## src/rtl/gpio_bank_pkg.sv

```systemverilog
package gpio_bank_pkg;

    // Register kind, taken from reg_idx[2:1]; reg_idx[0] picks the port.
    typedef enum logic [1:0] {
        KIND_IN  = 2'd0,
        KIND_OUT = 2'd1,
        KIND_POL = 2'd2,
        KIND_DIR = 2'd3
    } reg_kind_e;

    localparam int unsigned IDX_W = 3;

endpackage

```

## src/rtl/gpio_bank_sync.sv

```systemverilog
module gpio_bank_sync #(
    parameter int unsigned WIDTH  = 16,
    parameter int unsigned STAGES = 2
) (
    input  logic             clk,
    input  logic             rst_n,
    input  logic [WIDTH-1:0] din,
    output logic [WIDTH-1:0] dout
);

    logic [WIDTH-1:0] stage_d [STAGES];
    logic [WIDTH-1:0] stage_q [STAGES];

    always_comb begin
        stage_d[0] = din;
        for (int s = 1; s < STAGES; s++) begin
            stage_d[s] = stage_q[s-1];
        end
    end

    generate
        for (genvar g = 0; g < STAGES; g++) begin : g_stage
            always_ff @(posedge clk or negedge rst_n) begin
                if (!rst_n) begin
                    stage_q[g] <= '0;
                end else begin
                    stage_q[g] <= stage_d[g];
                end
            end
        end
    endgenerate

    assign dout = stage_q[STAGES-1];

endmodule

```

## src/rtl/gpio_bank_port.sv

```systemverilog
module gpio_bank_port
    import gpio_bank_pkg::*;
#(
    parameter int unsigned WIDTH = 8
) (
    input  logic             clk,
    input  logic             rst_n,
    input  logic             sel,
    input  logic             wr_en,
    input  logic             rd_en,
    input  reg_kind_e        kind,
    input  logic [WIDTH-1:0] wdata,
    input  logic [WIDTH-1:0] pins_sync,
    output logic [WIDTH-1:0] oe,
    output logic [WIDTH-1:0] drive,
    output logic [WIDTH-1:0] cap,
    output logic [WIDTH-1:0] rd_val
);

    typedef struct packed {
        logic [WIDTH-1:0] dir;
        logic [WIDTH-1:0] lat;
        logic [WIDTH-1:0] pol;
        logic [WIDTH-1:0] cap;
    } port_regs_t;

    port_regs_t st_d, st_q;
    logic       wr_hit, cap_hit;

    always_comb begin
        st_d    = st_q;
        wr_hit  = wr_en && sel;
        cap_hit = rd_en && sel && (kind == KIND_IN);
        if (wr_hit) begin
            unique case (kind)
                KIND_OUT: st_d.lat = wdata;
                KIND_POL: st_d.pol = wdata;
                KIND_DIR: st_d.dir = wdata;
                default:  st_d     = st_q;
            endcase
        end
        if (cap_hit) begin
            st_d.cap = pins_sync;
        end
    end

    always_ff @(posedge clk or negedge rst_n) begin
        if (!rst_n) begin
            st_q.dir <= '1;
            st_q.lat <= '1;
            st_q.pol <= '0;
            st_q.cap <= '0;
        end else begin
            st_q <= st_d;
        end
    end

    always_comb begin
        unique case (kind)
            KIND_IN:  rd_val = pins_sync ^ st_q.pol;
            KIND_OUT: rd_val = st_q.lat;
            KIND_POL: rd_val = st_q.pol;
            default:  rd_val = st_q.dir;
        endcase
    end

    assign oe    = ~st_q.dir;
    assign drive = st_q.lat & ~st_q.dir;
    assign cap   = st_q.cap;

    // an input-kind write leaves every stored register untouched
    a_r6_input_write_ignored: assert property (@(posedge clk) disable iff (!rst_n)
        (wr_en && sel && kind == KIND_IN && !rd_en) |=> $stable(st_q))
        else $error("input-index write changed port state");

    // the capture register moves only on an input read of this port
    a_r9_capture_hold: assert property (@(posedge clk) disable iff (!rst_n)
        !(rd_en && sel && kind == KIND_IN) |=> $stable(st_q.cap))
        else $error("capture changed without a read strobe");

    // a direction write lands in the enables on the next cycle
    a_r2_dir_write: assert property (@(posedge clk) disable iff (!rst_n)
        (wr_en && sel && kind == KIND_DIR) |=> (oe == ~$past(wdata)))
        else $error("direction write not reflected on oe");

    // an undriven pin never shows a driven level
    a_r3_input_quiet: assert property (@(posedge clk) disable iff (!rst_n)
        (wr_en && sel && kind == KIND_DIR) |=> ((drive & ~oe) == '0))
        else $error("input pin carries a driven level");

endmodule

```

## src/rtl/gpio_bank.sv

```systemverilog
module gpio_bank
    import gpio_bank_pkg::*;
#(
    parameter int unsigned PORT_W      = 8,
    parameter int unsigned SYNC_STAGES = 2
) (
    input  logic                   clk,
    input  logic                   rst_n,
    input  logic                   wr_en,
    input  logic                   rd_en,
    input  logic [IDX_W-1:0]       reg_idx,
    input  logic [PORT_W-1:0]      wr_data,
    output logic [PORT_W-1:0]      rd_data,
    input  logic [2*PORT_W-1:0]    pin_in,
    output logic [2*PORT_W-1:0]    pin_oe,
    output logic [2*PORT_W-1:0]    pin_out,
    output logic [2*PORT_W-1:0]    in_latched
);

    localparam int unsigned NPORTS = 2;
    localparam int unsigned PINS   = NPORTS * PORT_W;

    typedef struct packed {
        logic [PORT_W-1:0] rd;
    } top_regs_t;

    top_regs_t         st_d, st_q;
    logic [PINS-1:0]   pins_sync;
    logic [PORT_W-1:0] port_rd [NPORTS];
    reg_kind_e         kind;

    assign kind = reg_kind_e'(reg_idx[2:1]);

    gpio_bank_sync #(
        .WIDTH  (PINS),
        .STAGES (SYNC_STAGES)
    ) sync_i (
        .clk   (clk),
        .rst_n (rst_n),
        .din   (pin_in),
        .dout  (pins_sync)
    );

    generate
        for (genvar p = 0; p < NPORTS; p++) begin : g_port
            gpio_bank_port #(
                .WIDTH (PORT_W)
            ) port_i (
                .clk       (clk),
                .rst_n     (rst_n),
                .sel       (reg_idx[0] == 1'(p)),
                .wr_en     (wr_en),
                .rd_en     (rd_en),
                .kind      (kind),
                .wdata     (wr_data),
                .pins_sync (pins_sync[p*PORT_W +: PORT_W]),
                .oe        (pin_oe[p*PORT_W +: PORT_W]),
                .drive     (pin_out[p*PORT_W +: PORT_W]),
                .cap       (in_latched[p*PORT_W +: PORT_W]),
                .rd_val    (port_rd[p])
            );
        end
    endgenerate

    always_comb begin
        st_d = st_q;
        if (rd_en) begin
            st_d.rd = port_rd[reg_idx[0]];
        end
    end

    always_ff @(posedge clk or negedge rst_n) begin
        if (!rst_n) begin
            st_q <= '0;
        end else begin
            st_q <= st_d;
        end
    end

    assign rd_data = st_q.rd;

    // the read byte holds while no read strobe is sampled
    a_r8_read_hold: assert property (@(posedge clk) disable iff (!rst_n)
        !rd_en |=> $stable(rd_data))
        else $error("rd_data moved without a read strobe");

    // input-index writes leave the pin drive unchanged
    a_r6_pins_untouched: assert property (@(posedge clk) disable iff (!rst_n)
        (wr_en && kind == KIND_IN) |=> ($stable(pin_oe) && $stable(pin_out)))
        else $error("input-index write disturbed pin drive");

endmodule

```

## config.mk

```make
export PLATFORM = sky130hd
export DESIGN_NAME = gpio_bank
export DESIGN_NICKNAME = d
export VERILOG_FILES = /design/src/rtl/gpio_bank_pkg.sv /design/src/rtl/gpio_bank_sync.sv /design/src/rtl/gpio_bank_port.sv /design/src/rtl/gpio_bank.sv
export SDC_FILE = /design/constraint.sdc
export NUM_CORES = 1
export LEC_CHECK = 0
export CELL_PAD_IN_SITES_DETAIL_PLACEMENT = 0
export CELL_PAD_IN_SITES_GLOBAL_PLACEMENT = 1
export CORE_UTILIZATION = 50
export CTS_CLUSTER_SIZE = 8
export DETAILED_ROUTE_END_ITERATION = 16
export DONT_BUFFER_PORTS = 1
export PLACE_DENSITY_LB_ADDON = 0.1
export SETUP_SLACK_MARGIN = 0.3
export SLEW_MARGIN = 20
export SYNTH_ARGS = -nofsm -noshare
export SYNTH_HDL_FRONTEND = slang
export SYNTH_SLANG_ARGS = --single-unit
export TNS_END_PERCENT = 10
```

## constraint.sdc

```tcl
create_clock -name clk -period 2.5 [get_ports clk]
set_input_delay 0.5 -clock clk [delete_from_list [all_inputs] [get_ports clk]]
set_output_delay 0.5 -clock clk [all_outputs]
set_load 0.1 [all_outputs]
```

# Word-level counts from Yosys, hierarchy flattened

Cells that the tools add are included.
W data, S select, Z words.

Bitwise gates (word level): 8
Equal/unequal tests: 3
Magnitude comparators: 1
Multiplexer cells: 7
Reductions and logical operators: 13

Operators with widths:

| cell                 | number |
|---|---|
| $pmux W8 S3          | 2 |
| $mux W8              | 5 |
| $and A8 B8 Y8        | 2 |
| $not A8 Y8           | 2 |
| $xor A8 B8 Y8        | 2 |
| $reduce_and A2 Y1    | 6 |
| $logic_and A1 B1 Y1  | 6 |
| $eq A2 B2 Y1 const B | 2 |
| $eq A2 B1 Y1 const B | 1 |
| $ge A2 B2 Y1 const B | 1 |
| $logic_not A2 Y1     | 1 |
| $not A1 Y2           | 1 |
| $not A1 Y1           | 1 |

Output and inout bits: 56
Word-level logic and storage cells: 43
Register bits after elaboration: 104
Input bits: 31

# Depth between registers and ports, before layout

Depth after elaboration: 5
Mapped depth: 6
Depth with buffers taken out: 4

# Modules after synthesis

A second synthesis with hierarchy kept.

Cell total of the unflattened synthesis: 346
Area total of the unflattened synthesis: 4899.7 µm²

By module, submodules not included:

| module         | area each (µm²) | seq. area each (µm²) | instances | cells an instance |
|---|---|---|---|---|
| gpio_bank_port | 1856.8          | 820.8                | 2         | 139 |
| gpio_bank_sync | 800.8           | 800.8                | 1         | 32 |
| gpio_bank      | 385.4           | 200.2                | 1         | 36 |

# Worst setup path before layout

Ideal clock, no wire load.

Kind: register -> output
From: register g_port[0].port_i.st_q[16] (netlist bit)
To: output pin_out[0]
Required time: 2.000 ns
Data arrival time: 1.869 ns
Stages on the path, launching flop included: 2
Buffers on the path: 0
Slack: 0.131 ns
Cell sequence: dfstp_2 nor2b_1

Word-level cells in the longest chain between the ends: 1

Ends and longest elaborated chain:

| item                   | RTL line             | source |
|---|---|---|
| start, declared        | gpio_bank_port.sv:27 | `port_regs_t st_d, st_q;` |
| start signal, assigned | gpio_bank_port.sv:54 | `st_q <= st_d;` |
| $and A8 B8 Y8          | gpio_bank_port.sv:68 | `assign drive = st_q.lat & ~st_q.dir;` |
| end, declared          | gpio_bank.sv:16      | `output logic [2*PORT_W-1:0] pin_out,` |

No other way between the ends.

# Final worst setup path

From: register g_port[1].port_i.st_q[30] (netlist bit)
To: output pin_oe[14]

Word-level cells in the longest chain between the ends: 1

Ends and longest elaborated chain:

| item                   | RTL line             | source |
|---|---|---|
| start, declared        | gpio_bank_port.sv:27 |  |
| start signal, assigned | gpio_bank_port.sv:54 |  |
| $not A8 Y8             | gpio_bank_port.sv:67 | `assign oe = ~st_q.dir;` |
| end, declared          | gpio_bank.sv:15      | `output logic [2*PORT_W-1:0] pin_oe,` |

No other way between the ends.

==> impl_results.md <==
* Status: finished with violations
* Failing checks: DRC, hold timing
* # DRC at 5
* CTS tree: yes
* Buf+Inv Stages, Crit Path at 1
* Layout cells sized above 1 at 48.2%
* Post-route ant nets at 0
* Row cnt at 34
* DR vias at 2613
* YS warnings at 0
* Synth Register Bits at 104
* Cts bufs inserted at 9
* WHS at -173 ps
* Worst hold path type: input pin to asynchronous set/reset pin
* Syn avg cell area at 13.2 um2
* Largest family of logic cells by synthesized area: multiplexers
* Count of pins over their slew limit at 0
* Total Wirelength at 8640 um
* Filler Cell Count at 785
* Diode count at 0
* Pwr dens at 1120 nW/um2
* Initial Utilization at 52.6%
* Max VDD drop at 0.572 mV
* Synthesized area at 4660 um2
* Die Height at 98.5 um
* Slowest-stage cell, CP: inv_1
* Cells along the critical path: inv_1
* HPWL after detailed placement at 5800 um
* CTS resizes at 0
* CTS max path bufs at 2
* Critical Path RT at 2000 ps
* Die area at 9700 um2
* Crit path max fanout at 4
* RSZ-0062 raised after global routing: false
* Nets at 387
* Routed wire per std cell at 18.4 um
* All-Layer GR Usage at 19.2%
* Htree depth at 3
* XOR/XNOR share of the synthesized area at 0%
* P_leak at 2.15 nW
* Die W at 98.5 um
* Setup_tns at 0 ps
* Max-cap viol count at 0
* Worst Tran Pin Value at 913 ps
* Grt ovf at 0
* WP data arrival at 1360 ps
* WS Path Type: flip-flop to primary output
* Root buf cell: clkbuf_8
* Clock transition at path regs at 90 ps
* Largest net degree at the start of global routing at 105
* Core box area at 8850 um2
* Largest delay share family, worst path: buffers and inverters
* Vias per inst at 5.57
* RePlAce Congestion at 0.772
* Number of I/O port buffers at 0
* Final total power at 5.60 mW
* Worst-Skew Late Latency at 360 ps
* Final Critical Period at 1860 ps
* Vias in the first global route at 2589
* Slowest Stage Delay on Critical Path at 600 ps
* DR pass1 iterations at 10
* Area grow syn2layout at 7.52%
* Most frequent cells in the layout: mux2_2, dfrtp_1, dfstp_2
* Crit path launch type: flip-flop
* Clock sinks at 104
* Maximum clock rate at 537 MHz
* Unique masters post-synth at 22
* Worst Setup End Kind: primary output
* Final period utilization at 74.5%
* Initial DRC count at 97
* Fin. Hold Viols at 87
* Antenna violations before repair at 0
* Synth Area in Compound Gates at 4.30%
* Synth Instances at 354
* Simple-gate share of the synthesized area at 9.99%
* Rel. slew slack at 39.2%
* Net Count, Synth at 385
* Synth Area in Adders at 0%
* Leading cell type in the layout, fill and taps excluded: mux2_2
* I/O pin count at 87
* Mux contribution to synthesized area at 22.8%
* Final Setup Violations at 0
* # Post-CTS Setup Buffers at 0
* Clock skew at 8.63 ps
* First-pass GRT wire length at 14000 um
* Seq/Total Area, Yosys at 56.7%
synthesized netlist by cell type, drive strengths merged:
cell | n | area, um2
mux2 | 80 | 901
dfrtp | 72 | 1800
dfstp | 32 | 841
buf | 28 | 213
nor3 | 18 | 113
nand2 | 17 | 66.3
a211oi | 16 | 120
inv | 16 | 60.1
mux2i | 16 | 160
nor2b | 16 | 100
o21ai | 16 | 80.1
nand2b | 9 | 63.8
nand3 | 8 | 40.0
clkbuf | 4 | 15.0
nand4b | 3 | 45.0
and4bb | 2 | 25.0
nand4 | 1 | 12.5
final cells by class:
class / instances / area, um2 / share of cell area, %
flip-flops and latches: 104 / 2640 / 52.8
repair buffers: 23 / 173 / 3.45
clock inverters: 4 / 95.1 / 1.90
clock buffers: 12 / 135 / 2.70
multi-input cells: 202 / 1770 / 35.3
inverters: 16 / 60.1 / 1.20
well taps: 108 / 135 / 2.70
worst paths after layout:
check	from	end	slack (ps)	cells after the start
worst min-delay path	rst_n	sync_i.dout[9]	-170	0
min in group clk	pin_in[7]	sync_i.stage_d[7]	160	0
worst min register to register	sync_i.stage_d[12]	sync_i.dout[12]	350	0
worst max register to register	rd_data[4]	rd_data[4]	1140	3
worst max-delay path	g_port[1].port_i.st_q[30]	pin_oe[14]	640	1
max in group asynchronous	rst_n	g_port[0].port_i.st_q[22]	2470	0
where the power goes:
part	switching [mW]	total, mW	internal (mW)
logic	1.17	1.60	0.436
registers	0.760	2.80	2.04
clock network	0.537	1.20	0.666
total	2.46	5.60	3.14
metal layers:
metal / vias to the layer above / wire length, um / track usage [%] / part of all wire, %
li1: 1228 / - / - / -
met1: 1309 / 3930 / 25.6 / 46
met2: 65 / 4090 / 30.5 / 47
met3: 11 / 478 / 4.68 / 5.5
met4: 0 / 133 / 7.23 / 1.5
met5: - / 0 / 0 / 0
through the flow:
stage	std cells	utilization [%]	setup slack (ps)	instance area, um2
after floorplan	354	-	131	4660
after global placement	453	54.0	954	4780
after detailed placement	453	54.0	913	4780
after CTS	469	56.6	615	5010
after global routing	469	56.6	593	5010
final	469	56.6	637	5010
logic make-up (layout without fill, tap and decap cells):
| kind of cell | count (synthesis) | count (layout) |
|---|---|---|
| DFF | 104 | 104 |
| muxes | 96 | 96 |
| and+or+nand+nor | 74 | 74 |
| buffers and inverters | 48 | 55 |
| AOI/OAI and AO/OA | 32 | 32 |
registers in the layout, summed over array words and instances, names as in the netlist:
signal              flops
g_port.port_i.st_q     48
rd_data                 8
sync_i.dout            16
g_port.port_i.cap      16
sync_i.stage_d         16
(Power assumes the default switching activity.)
